`src/rtl/acc_cpu_pkg.sv`:
```
// Package: shared opcode values and the control-word layout for the
// accumulator core. Assumes an opcode field of four bits.
package acc_cpu_pkg;

    localparam int OPC_W = 4;

    localparam logic [OPC_W-1:0] OPC_LOAD = 4'h0;
    localparam logic [OPC_W-1:0] OPC_ADD  = 4'h1;
    localparam logic [OPC_W-1:0] OPC_SUB  = 4'h2;
    localparam logic [OPC_W-1:0] OPC_EMIT = 4'hE;
    localparam logic [OPC_W-1:0] OPC_STOP = 4'hF;

    // One control word per cycle: bus drivers first, then register loads.
    typedef struct packed {
        logic pc_oe;
        logic mem_oe;
        logic ir_oe;
        logic acc_oe;
        logic alu_oe;
        logic mar_ld;
        logic ir_ld;
        logic pc_inc;
        logic acc_ld;
        logic opnd_ld;
        logic out_ld;
        logic alu_sub;
    } ctrl_word_t;

endpackage

```
`src/rtl/acc_ring.sv`:
```
// Module: one-hot step sequencer. Rotates a single set bit through STEPS
// positions while run is high. Assumes STEPS >= 2.
module acc_ring #(
    parameter int STEPS = 6
) (
    input  logic             clk,
    input  logic             rst_n,
    input  logic             run,
    output logic [STEPS-1:0] step
);

    localparam logic [STEPS-1:0] FIRST = {{(STEPS-1){1'b0}}, 1'b1};

    // Rotate the active step left each cycle; park on the first step in reset.
    always_ff @(posedge clk) begin
        if (!rst_n)
            step <= FIRST;
        else if (run)
            step <= {step[STEPS-2:0], step[STEPS-1]};
    end

    AST_RING_ONEHOT: assert property (@(posedge clk) disable iff (!rst_n)
        $onehot(step));

    AST_RING_ADVANCE: assert property (@(posedge clk) disable iff (!rst_n)
        (run && step[STEPS-1]) |=> step[0]);

endmodule

```
`src/rtl/acc_ctrl.sv`:
```
// Module: hardwired decoder. Maps the active step and the opcode to a control
// word, and holds the halt state. Assumes six steps, with steps 0 and 1 fixed
// for fetch.
module acc_ctrl
    import acc_cpu_pkg::*;
#(
    parameter int STEPS = 6
) (
    input  logic             clk,
    input  logic             rst_n,
    input  logic [STEPS-1:0] step,
    input  logic [OPC_W-1:0] opcode,
    output ctrl_word_t       cw,
    output logic             halted
);

    localparam logic [STEPS-1:0] S_F0 = STEPS'(1) << 0;
    localparam logic [STEPS-1:0] S_F1 = STEPS'(1) << 1;
    localparam logic [STEPS-1:0] S_X0 = STEPS'(1) << 2;
    localparam logic [STEPS-1:0] S_X1 = STEPS'(1) << 3;
    localparam logic [STEPS-1:0] S_X2 = STEPS'(1) << 4;

    logic is_mem_op;

    // Classify opcodes that read a memory operand.
    always_comb is_mem_op = (opcode == OPC_LOAD) || (opcode == OPC_ADD) || (opcode == OPC_SUB);

    // Decode the control word for the current step; idle when halted.
    always_comb begin
        cw = '0;
        if (!halted) begin
            case (step)
                S_F0: begin cw.pc_oe = 1'b1; cw.mar_ld = 1'b1; end
                S_F1: begin cw.mem_oe = 1'b1; cw.ir_ld = 1'b1; cw.pc_inc = 1'b1; end
                S_X0: begin
                    if (is_mem_op) begin cw.ir_oe = 1'b1; cw.mar_ld = 1'b1; end
                    else if (opcode == OPC_EMIT) begin cw.acc_oe = 1'b1; cw.out_ld = 1'b1; end
                end
                S_X1: begin
                    if (opcode == OPC_LOAD) begin cw.mem_oe = 1'b1; cw.acc_ld = 1'b1; end
                    else if (is_mem_op) begin cw.mem_oe = 1'b1; cw.opnd_ld = 1'b1; end
                end
                S_X2: begin
                    if (opcode == OPC_ADD || opcode == OPC_SUB) begin
                        cw.alu_oe  = 1'b1;
                        cw.acc_ld  = 1'b1;
                        cw.alu_sub = (opcode == OPC_SUB);
                    end
                end
                default: cw = '0;
            endcase
        end
    end

    // Latch the halt state on the first execute step of a stop instruction.
    always_ff @(posedge clk) begin
        if (!rst_n)
            halted <= 1'b0;
        else if (step == S_X0 && opcode == OPC_STOP)
            halted <= 1'b1;
    end

    AST_HALT_STICKY: assert property (@(posedge clk) disable iff (!rst_n)
        halted |=> halted);

    AST_BUS_SINGLE: assert property (@(posedge clk) disable iff (!rst_n)
        $onehot0({cw.pc_oe, cw.mem_oe, cw.ir_oe, cw.acc_oe, cw.alu_oe}));

endmodule

```
`src/rtl/acc_ram.sv`:
```
// Module: small program and data memory with an asynchronous read port and
// one synchronous write port. Has no reset, so its contents survive a reset.
module acc_ram #(
    parameter int DATA_W = 8,
    parameter int ADDR_W = 4
) (
    input  logic              clk,
    input  logic              we,
    input  logic [ADDR_W-1:0] waddr,
    input  logic [DATA_W-1:0] wdata,
    input  logic [ADDR_W-1:0] raddr,
    output logic [DATA_W-1:0] rdata
);

    localparam int DEPTH = 1 << ADDR_W;

    logic [DATA_W-1:0] mem [DEPTH];

    // Store the write data on the clock edge when the strobe is high.
    always_ff @(posedge clk) begin
        if (we)
            mem[waddr] <= wdata;
    end

    // Return the addressed byte combinationally.
    always_comb rdata = mem[raddr];

endmodule

```
`src/rtl/acc_alu.sv`:
```
// Module: wrap-around adder and subtractor. Keeps no carry or borrow.
module acc_alu #(
    parameter int DATA_W = 8
) (
    input  logic              sub,
    input  logic [DATA_W-1:0] a,
    input  logic [DATA_W-1:0] b,
    output logic [DATA_W-1:0] y
);

    // Add b, or its two's complement, modulo 2**DATA_W.
    always_comb y = sub ? (a - b) : (a + b);

endmodule

```
`src/rtl/acc_cpu_core.sv`:
```
// Module: top of the accumulator core. Holds the datapath registers and the
// shared priority-mux bus. Assumes the opcode field fills the data bits above
// the ADDR_W-bit operand field.
module acc_cpu_core
    import acc_cpu_pkg::*;
#(
    parameter int DATA_W = 8,
    parameter int ADDR_W = 4,
    parameter int STEPS  = 6
) (
    input  logic              clk,
    input  logic              rst_n,
    input  logic              ld_we,
    input  logic [ADDR_W-1:0] ld_addr,
    input  logic [DATA_W-1:0] ld_data,
    output logic [DATA_W-1:0] out_val
);

    localparam int PAD = DATA_W - ADDR_W;

    logic [STEPS-1:0]  step;
    ctrl_word_t        cw;
    logic              halted;
    logic [ADDR_W-1:0] pc_q, mar_q;
    logic [DATA_W-1:0] ir_q, acc_q, opnd_q, out_q;
    logic [DATA_W-1:0] mem_rd, alu_y, bus;

    acc_ring #(.STEPS(STEPS)) u_ring (
        .clk(clk), .rst_n(rst_n), .run(!halted), .step(step)
    );

    acc_ctrl #(.STEPS(STEPS)) u_ctrl (
        .clk(clk), .rst_n(rst_n), .step(step),
        .opcode(ir_q[DATA_W-1 -: OPC_W]), .cw(cw), .halted(halted)
    );

    acc_ram #(.DATA_W(DATA_W), .ADDR_W(ADDR_W)) u_ram (
        .clk(clk), .we(ld_we), .waddr(ld_addr), .wdata(ld_data),
        .raddr(mar_q), .rdata(mem_rd)
    );

    acc_alu #(.DATA_W(DATA_W)) u_alu (
        .sub(cw.alu_sub), .a(acc_q), .b(opnd_q), .y(alu_y)
    );

    // Shared bus: the first enabled source in fixed priority order wins.
    always_comb begin
        if (cw.pc_oe)       bus = {{PAD{1'b0}}, pc_q};
        else if (cw.mem_oe) bus = mem_rd;
        else if (cw.ir_oe)  bus = {{PAD{1'b0}}, ir_q[ADDR_W-1:0]};
        else if (cw.acc_oe) bus = acc_q;
        else if (cw.alu_oe) bus = alu_y;
        else                bus = '0;
    end

    // Datapath registers load from the bus under control-word strobes.
    always_ff @(posedge clk) begin
        if (!rst_n) begin
            pc_q   <= '0;
            mar_q  <= '0;
            ir_q   <= '0;
            acc_q  <= '0;
            opnd_q <= '0;
            out_q  <= '0;
        end else begin
            if (cw.pc_inc)  pc_q   <= pc_q + 1'b1;
            if (cw.mar_ld)  mar_q  <= bus[ADDR_W-1:0];
            if (cw.ir_ld)   ir_q   <= bus;
            if (cw.acc_ld)  acc_q  <= bus;
            if (cw.opnd_ld) opnd_q <= bus;
            if (cw.out_ld)  out_q  <= bus;
        end
    end

    // Present the output register at the port.
    always_comb out_val = out_q;

    AST_OUT_FROZEN: assert property (@(posedge clk) disable iff (!rst_n)
        halted |=> $stable(out_q));

    AST_PC_WRAP: assert property (@(posedge clk) disable iff (!rst_n)
        (cw.pc_inc && pc_q == '1) |=> (pc_q == '0));

    AST_FETCH_ADDR: assert property (@(posedge clk) disable iff (!rst_n)
        (step[0] && !halted) |=> (mar_q == $past(pc_q)));

endmodule

```
`config.mk`:
```
export PLATFORM = sky130hd
export DESIGN_NAME = acc_cpu_core
export DESIGN_NICKNAME = d
export VERILOG_FILES = /design/src/rtl/acc_cpu_pkg.sv /design/src/rtl/acc_ring.sv /design/src/rtl/acc_ctrl.sv /design/src/rtl/acc_ram.sv /design/src/rtl/acc_alu.sv /design/src/rtl/acc_cpu_core.sv
export SDC_FILE = /design/constraint.sdc
export NUM_CORES = 1
export LEC_CHECK = 0
export BUFFER_PORTS_ARGS = -buffer_cell sky130_fd_sc_hd__buf_4
export CAP_MARGIN = 20
export CORE_MARGIN = 2
export CORE_UTILIZATION = 30
export CTS_CLUSTER_DIAMETER = 150
export DETAILED_ROUTE_END_ITERATION = 10
export PLACE_DENSITY = 0.57
export SLEW_MARGIN = 20
export SYNTH_ARGS = -nofsm -noshare
export SYNTH_HDL_FRONTEND = slang
export SYNTH_SLANG_ARGS = --single-unit
```
`constraint.sdc`:
```
create_clock -name clk -period 3.15 [get_ports clk]
set_input_delay 0.1575 -clock clk [delete_from_list [all_inputs] [get_ports clk]]
set_output_delay 0.1575 -clock clk [all_outputs]
set_load 0.02 [all_outputs]
```
Word-level counts from Yosys, hierarchy flattened

Memory sizes are Yosys's and may differ from the RTL's. A register that Yosys moved wholly into a read port is not among the register bits.
Cells that the tools add are included.

Add/subtract/negate cells: 3
Eq/ne operators: 9
Multiplexer cells: 29
Reduce and logical (&&, ||, !) cells: 5

Operators by type and width:

| kind                                                             | count |
|---|---|
| 8-bit two-way mux                                                | 6 |
| 1-bit two-way mux                                                | 15 |
| 12-bit two-way mux                                               | 1 |
| 8-bit adder                                                      | 1 |
| 4-bit == test (second input constant)                            | 2 |
| 4-bit two-way mux                                                | 2 |
| 8-bit subtractor                                                 | 1 |
| 6-bit by 1-bit == test with 1-bit output (second input constant) | 1 |
| 6-bit by 2-bit == test with 1-bit output (second input constant) | 1 |
| 6-bit by 3-bit == test with 1-bit output (second input constant) | 1 |
| 6-bit by 4-bit == test with 1-bit output (second input constant) | 1 |
| 6-bit by 5-bit == test with 1-bit output (second input constant) | 1 |
| 1-bit one-hot mux with 2 select lines                            | 3 |
| 4-bit by 1-bit adder with 4-bit output (second input constant)   | 1 |
| 4-bit by 1-bit == test with 1-bit output (second input constant) | 1 |
| 4-bit by 2-bit == test with 1-bit output (second input constant) | 1 |
| 4-bit logical NOT                                                | 1 |
| 2-bit two-way mux                                                | 2 |
| 1-bit logical OR                                                 | 3 |
| 1-bit logical AND                                                | 1 |

Flip-flop bits (word level): 47
RAM bits: 128
Input bits: 15
Logic and storage cells: 55
Memories: 1

Memory list:

| memory    | words | width | read ports | clocked after Yosys merged registers in | write ports | RTL line      | text |
|---|---|---|---|---|---|---|---|
| u_ram.mem | 16    | 8     | 1          | 1                                       | 1           | acc_ram.sv:17 | `logic [DATA_W-1:0] mem [DEPTH];` |

Logic depth before layout (Yosys ltp)

Word-level depth: 15
Mapped depth: 14

Hierarchy

Synthesis repeated with hierarchy kept, for this count alone.

Cell total of the unflattened synthesis: 500
Area total of the unflattened synthesis: 7709.9 um^2

Modules (own cells, without submodules):

| module       | times used | cells each | area an instance (um^2) | sequential area each (um^2) |
|---|---|---|---|---|
| acc_ram      | 1          | 221        | 4987.3                  | 3843.7 |
| acc_cpu_core | 1          | 161        | 1756.7                  | 800.8 |
| acc_alu      | 1          | 61         | 466.7                   | 0.0 |
| acc_ctrl     | 1          | 38         | 272.8                   | 20.0 |
| acc_ring     | 1          | 19         | 226.5                   | 120.1 |

Worst setup path after synthesis

OpenSTA, ideal clock, no wires.

Path type: reg-to-reg
Start point: reg u_ring.step[0]
End point: reg acc_q[7]
Library setup time: 129 ps
Arrival: 3275 ps
Data required time: 3021 ps
Slack: -254 ps
Stages on the path, launching flop included: 14
Cells stage by stage: dfxtp_1 nor3_1 nand2_1 nor3_1 mux2_2 inv_1 ha_1 nor2b_1 o2111ai_1 a21boi_0 mux2i_1 mux2i_1 a2111oi_0 nor2_1

Cells in the longest elaborated chain, start to end: 9
Elaborated cells between the ends (all ways): 18

RTL lines:

| element                                  | RTL line           | text |
|---|---|---|
| start, declared                          | acc_ring.sv:9      | `output logic [STEPS-1:0] step` |
| start signal, assigned                   | acc_ring.sv:19     | `step <= {step[STEPS-2:0], step[STEPS-1]};` |
| 6-bit by 5-bit == test with 1-bit output | acc_ctrl.sv:32     | `case (step)` |
| 1-bit two-way mux                        | acc_ctrl.sv:32     |  |
| 12-bit two-way mux *                     | acc_ctrl.sv:31     | `if (!halted) begin` |
| 8-bit two-way mux                        | acc_alu.sv:12      | `always_comb y = sub ? (a - b) : (a + b);` |
| 8-bit two-way mux                        | acc_cpu_core.sv:52 | `else if (cw.alu_oe) bus = alu_y;` |
| 8-bit two-way mux                        | acc_cpu_core.sv:51 | `else if (cw.acc_oe) bus = acc_q;` |
| 8-bit two-way mux                        | acc_cpu_core.sv:50 | `else if (cw.ir_oe) bus = {{PAD{1'b0}}, ir_q[ADDR_W-1:0]};` |
| 8-bit two-way mux                        | acc_cpu_core.sv:49 | `else if (cw.mem_oe) bus = mem_rd;` |
| 8-bit two-way mux                        | acc_cpu_core.sv:48 | `if (cw.pc_oe) bus = {{PAD{1'b0}}, pc_q};` |
| end signal, assigned                     | acc_cpu_core.sv:69 | `if (cw.acc_ld) acc_q <= bus;` |
| end, declared                            | acc_cpu_core.sv:25 | `logic [DATA_W-1:0] ir_q, acc_q, opnd_q, out_q;` |

Mark *: on every way between the ends. The rest lies on a longest branch, timed or not.
A chain may end at the register's enable or synchronous reset.

Worst setup path after layout

Start point: reg ir_q[7]
End point: reg opnd_q[4]

Cells in the longest elaborated chain, start to end: 11
Elaborated cells between the ends (all ways): 26

RTL lines:

| element                                                                                                     | RTL line                                       | text |
|---|---|---|
| start, declared                                                                                             | acc_cpu_core.sv:25                             |  |
| start signal, assigned                                                                                      | acc_cpu_core.sv:68                             | `if (cw.ir_ld) ir_q <= bus;` |
| 4-bit by 1-bit == test with 1-bit output / 4-bit by 2-bit == test with 1-bit output (equally long branches) | acc_ctrl.sv:26, acc_ctrl.sv:44, acc_ctrl.sv:47 |  |
| 1-bit logical OR                                                                                            | acc_ctrl.sv:44                                 | `if (opcode == OPC_ADD \|\| opcode == OPC_SUB) begin` |
| 1-bit two-way mux                                                                                           | acc_ctrl.sv:44                                 |  |
| 1-bit two-way mux                                                                                           | acc_ctrl.sv:32                                 |  |
| 12-bit two-way mux *                                                                                        | acc_ctrl.sv:31                                 |  |
| 8-bit two-way mux                                                                                           | acc_alu.sv:12                                  |  |
| 8-bit two-way mux                                                                                           | acc_cpu_core.sv:52                             |  |
| 8-bit two-way mux                                                                                           | acc_cpu_core.sv:51                             |  |
| 8-bit two-way mux                                                                                           | acc_cpu_core.sv:50                             |  |
| 8-bit two-way mux                                                                                           | acc_cpu_core.sv:49                             |  |
| 8-bit two-way mux                                                                                           | acc_cpu_core.sv:48                             |  |
| end signal, assigned                                                                                        | acc_cpu_core.sv:70                             | `if (cw.opnd_ld) opnd_q <= bus;` |
| end, declared                                                                                               | acc_cpu_core.sv:25                             |  |

Marks and branches as above.

==> summary.md <==
| Metric | Value |
|---|---|
| Initial antenna violation count | `0` |
| Clk buf depth | `2` |
| Length of the first detailed-routing pass in iterations | `5` |
| Die X | `162 um` |
| Mapped Nets | `549` |
| Area leader, netlist | `edfxtp_1` |
| Post-synth top area share | `51.3%` |
| Nets | `617` |
| Placed Area | `8330 um^2` |
| CP arrival | `3230 ps` |
| Placed insts | `892` |
| Number of flops mapped to enable cells by yosys | `128` |
| Worst r2r dst | `opnd_q[4]` |
| Mapped Cells | `524` |
| Most common cell in the netlist | `edfxtp_1` |
| Hold Crit Depth | `1` |
| Hold Path Sink | `u_ram.mem[14][5]` |
| Wire per inst | `18.2 um` |
| Clock Pin Slew Worst Setup and Hold Paths | `80 ps` |
| Largest net degree at the start of global routing | `34` |
| Pint | `3.82 mW` |
| Tcrit/Tclk final | `93.7%` |
| Setup Crit Path Kind | `reg2reg` |
| Worst Path Buf+Inv | `3` |
| Max frequency | `0.339 GHz` |
| Power share of the clock group | `41.5%` |
| CP Cell Sequence | `nor4_4 -> nand2_2 -> nor3_4 -> buf_4 -> nor2_1 -> xnor2_1 -> ha_1 -> buf_4 -> nor2b_1 -> o21a_1 -> nor2_2 -> xnor2_1 -> a222oi_1 -> buf_4 -> a211oi_1` |
| Input/output buffers | `22` |
| P per Cell Area | `566 nW/um^2` |
| RD Place Congestion | `0.796` |
| Final setup violation count | `0` |
| Row Count | `57` |
| First-pass GRT wire length | `26400 um` |
| Worst Path Max Fanout | `5` |
| Sw power | `1.28 mW` |
| Fillers | `2317` |
| Root buffer cell | `clkbuf_16` |
| Post-synthesis register bit count | `179` |
| DR DRC count | `0` |
| Vias in the first global route | `4664` |
| Maximum VDD drop | `0.398 mV` |
| CTS buffer count | `17` |
| Pleak | `3.03 nW` |
| Share of cells above drive strength 1 | `25.5%` |
| Post-DRT Antenna Nets | `0` |
| Top cells by count, synth | `edfxtp_1, dfxtp_1, nor2_1, nand2_1, mux4_2` |
| CP required | `3430 ps` |
| Worst-Margin Slew | `1030 ps` |
| CP Depth | `15` |
| Hold-fix buffers, CTS | `0` |
| Max_cap viols | `0` |
| Headroom to the max-slew limit | `31.1%` |
| DR iter-0 viols | `411` |
| Total die area | `26200 um^2` |
| Synth warnings | `0` |
| Critical Path Sink Type | `flip-flop` |
| Fin. Hold Viols | `0` |
| Core area | `24400 um^2` |
| Total grt overflow | `0` |
| Total wire length | `16900 um` |
| Seq/Total Area, Yosys | `65.0%` |
| R2R depth | `15` |
| Flop2flop setup slack | `200 ps` |
| Tot Pwr | `5.11 mW` |
| Reg-to-Reg Start | `ir_q[7]` |
| Mapped Area | `7490 um^2` |
| Hold_ws | `9.26 ps` |
| CTS sink count | `179` |
| Vias | `4687` |
| GRT Total Usage | `13.3%` |
| Ant. Diodes | `0` |
| Status | `completed` |
| Combinational power share | `7.4%` |
| Setup Skew | `17.3 ps` |
| Critical Path Start Type | `flip-flop` |
| Hold wc startpoint | `ld_data[5]` |
| Most used cell, CP | `buf_4` |
| H-tree levels | `4` |
| Worst-skew pair later-pin latency | `440 ps` |
| Synth cell types | `46` |
| Net Sw Frac | `25.1%` |
| Count of pins over their slew limit | `0` |
| Share of power burned in registers | `51.0%` |
| Starting Density | `30.7%` |
| Die H | `162 um` |
| Avg Vias per Cell | `5.05` |
| Minimum clock period | `2950 ps` |
| Area growth from synthesis to layout | `20.5%` |
| Synth top area cells | `edfxtp_1, dfxtp_1, mux4_2, nor2_1, nand2_1` |
| Slowest Stage Delay on Critical Path | `340 ps` |
| CP max stage cell | `dfxtp_1` |
| Hold Crit Class | `in2reg` |
| Ys flop type | `edfxtp_1` |
| CTS tree | `yes` |
| IO Pins | `23` |
| Syn avg cell area | `14.3 um^2` |
| Design area | `9020 um^2` |
| Non-filler cells, final | `929` |
| Ys async rst share | `0%` |
| Hpwl dp | `11500 um` |
| CP delay by family, top | `simple AND/OR/NAND/NOR gates` |
## layer usage
layer | global-route usage (%) | vias up | share of wire [%]
met3 | 2.73 | 28 | 5.6
met2 | 21.1 | 139 | 48
met1 | 18.3 | 2364 | 45
met4 | 4.63 | 0 | 2.0
li1 | - | 2156 | -
met5 | 0 | - | 0
## area by class of cell
class                   instances  area (um^2)  area share [%]
clock buffers                  17          425            4.72
clock inverters                15          181            2.01
inverters                       7         26.3           0.291
multi-input cells             314         2550            28.2
flip-flops and latches        179         4870            53.9
well taps                     324          405            4.49
repair buffers                 73          568            6.30
## sequential cells by signal, indices dropped and copies added, names as in the netlist, named ones only
signal,count
u_ram.mem,128
acc_q,8
ir_q,8
opnd_q,8
out_val,8
u_ring.step,6
mar_q,4
pc_q,4
u_ctrl.halted,1
## cell families after synthesis
logic type	after synthesis	synth area share (%)
flip-flops	179	65.0
XOR/XNOR	13	1.52
AND/OR/NAND/NOR	143	9.04
adder cells (fa/ha/maj)	10	1.77
buffers and inverters	31	1.72
multiplexers	55	13.7
AO/OA/AOI/OAI	93	7.27
## metrics by stage
step	utilization, %	setup slack, ps	setup TNS [ps]
after detailed placement	34.1	-75.9	-75.9
after global placement	34.1	22.0	0
after CTS	36.7	22.2	0
after floorplan	-	38.0	0
final	37.0	200	0
after global routing	37.0	-19.2	-26.0
## layout by cell type (no fill, tap or decap), types with 2 or more instances in the layout
cell type	synthesis	final
edfxtp_1	128	128
buf_4	0	70
dfxtp_1	51	50
nor2_1	46	45
nand2_1	44	43
mux4_2	38	38
a21oi_1	29	28
o21ai_0	28	28
clkbuf_16	0	17
mux2i_1	16	16
nor3_1	15	13
xnor2_1	9	9
a31oi_1	9	9
ha_1	9	9
inv_1	7	7
nor2b_1	7	7
o22ai_1	7	7
a211oi_1	6	6
clkinv_8	0	6
nand3_1	5	5
or3_1	4	4
nand4b_1	4	4
xor2_1	4	4
inv_8	0	4
nand2b_1	3	3
and3_1	3	3
o21a_1	3	3
a21o_1	3	3
nor4_1	3	2
nand3b_1	2	2
inv_6	0	2
clkinv_4	0	2
buf_6	1	2
## worst max-delay path by stage
| stage | to | slack, ps | from |
|---|---|---|---|
| after floorplan | acc_q[7] | 40 | u_ring.step[5] |
| after global routing | opnd_q[4] | -20 | ir_q[7] |
| after CTS | acc_q[7] | 20 | u_ctrl.halted |
| after global placement | acc_q[7] | 20 | u_ctrl.halted |
| after detailed placement | acc_q[7] | -80 | u_ctrl.halted |
| final | opnd_q[4] | 200 | ir_q[7] |
## power by group through the flow
stage | Combinational [mW] | Clock, mW | Sequential [mW]
2_1_floorplan | 0.240 | 0 | 2.64
3_3_place_gp | 0.364 | 0 | 2.66
3_5_place_dp | 0.369 | 0 | 2.66
4_1_cts | 0.374 | 2.16 | 2.61
5_1_grt | 0.412 | 2.25 | 2.61
6_report | 0.380 | 2.12 | 2.61
## timing repair
action                                  CTS  global route
setup buffers                             1             3
pin swaps                                 0            10
endpoints found under the setup margin    1             8
resized for setup                         2             8
Note: power is estimated with default switching activity, not from simulation.
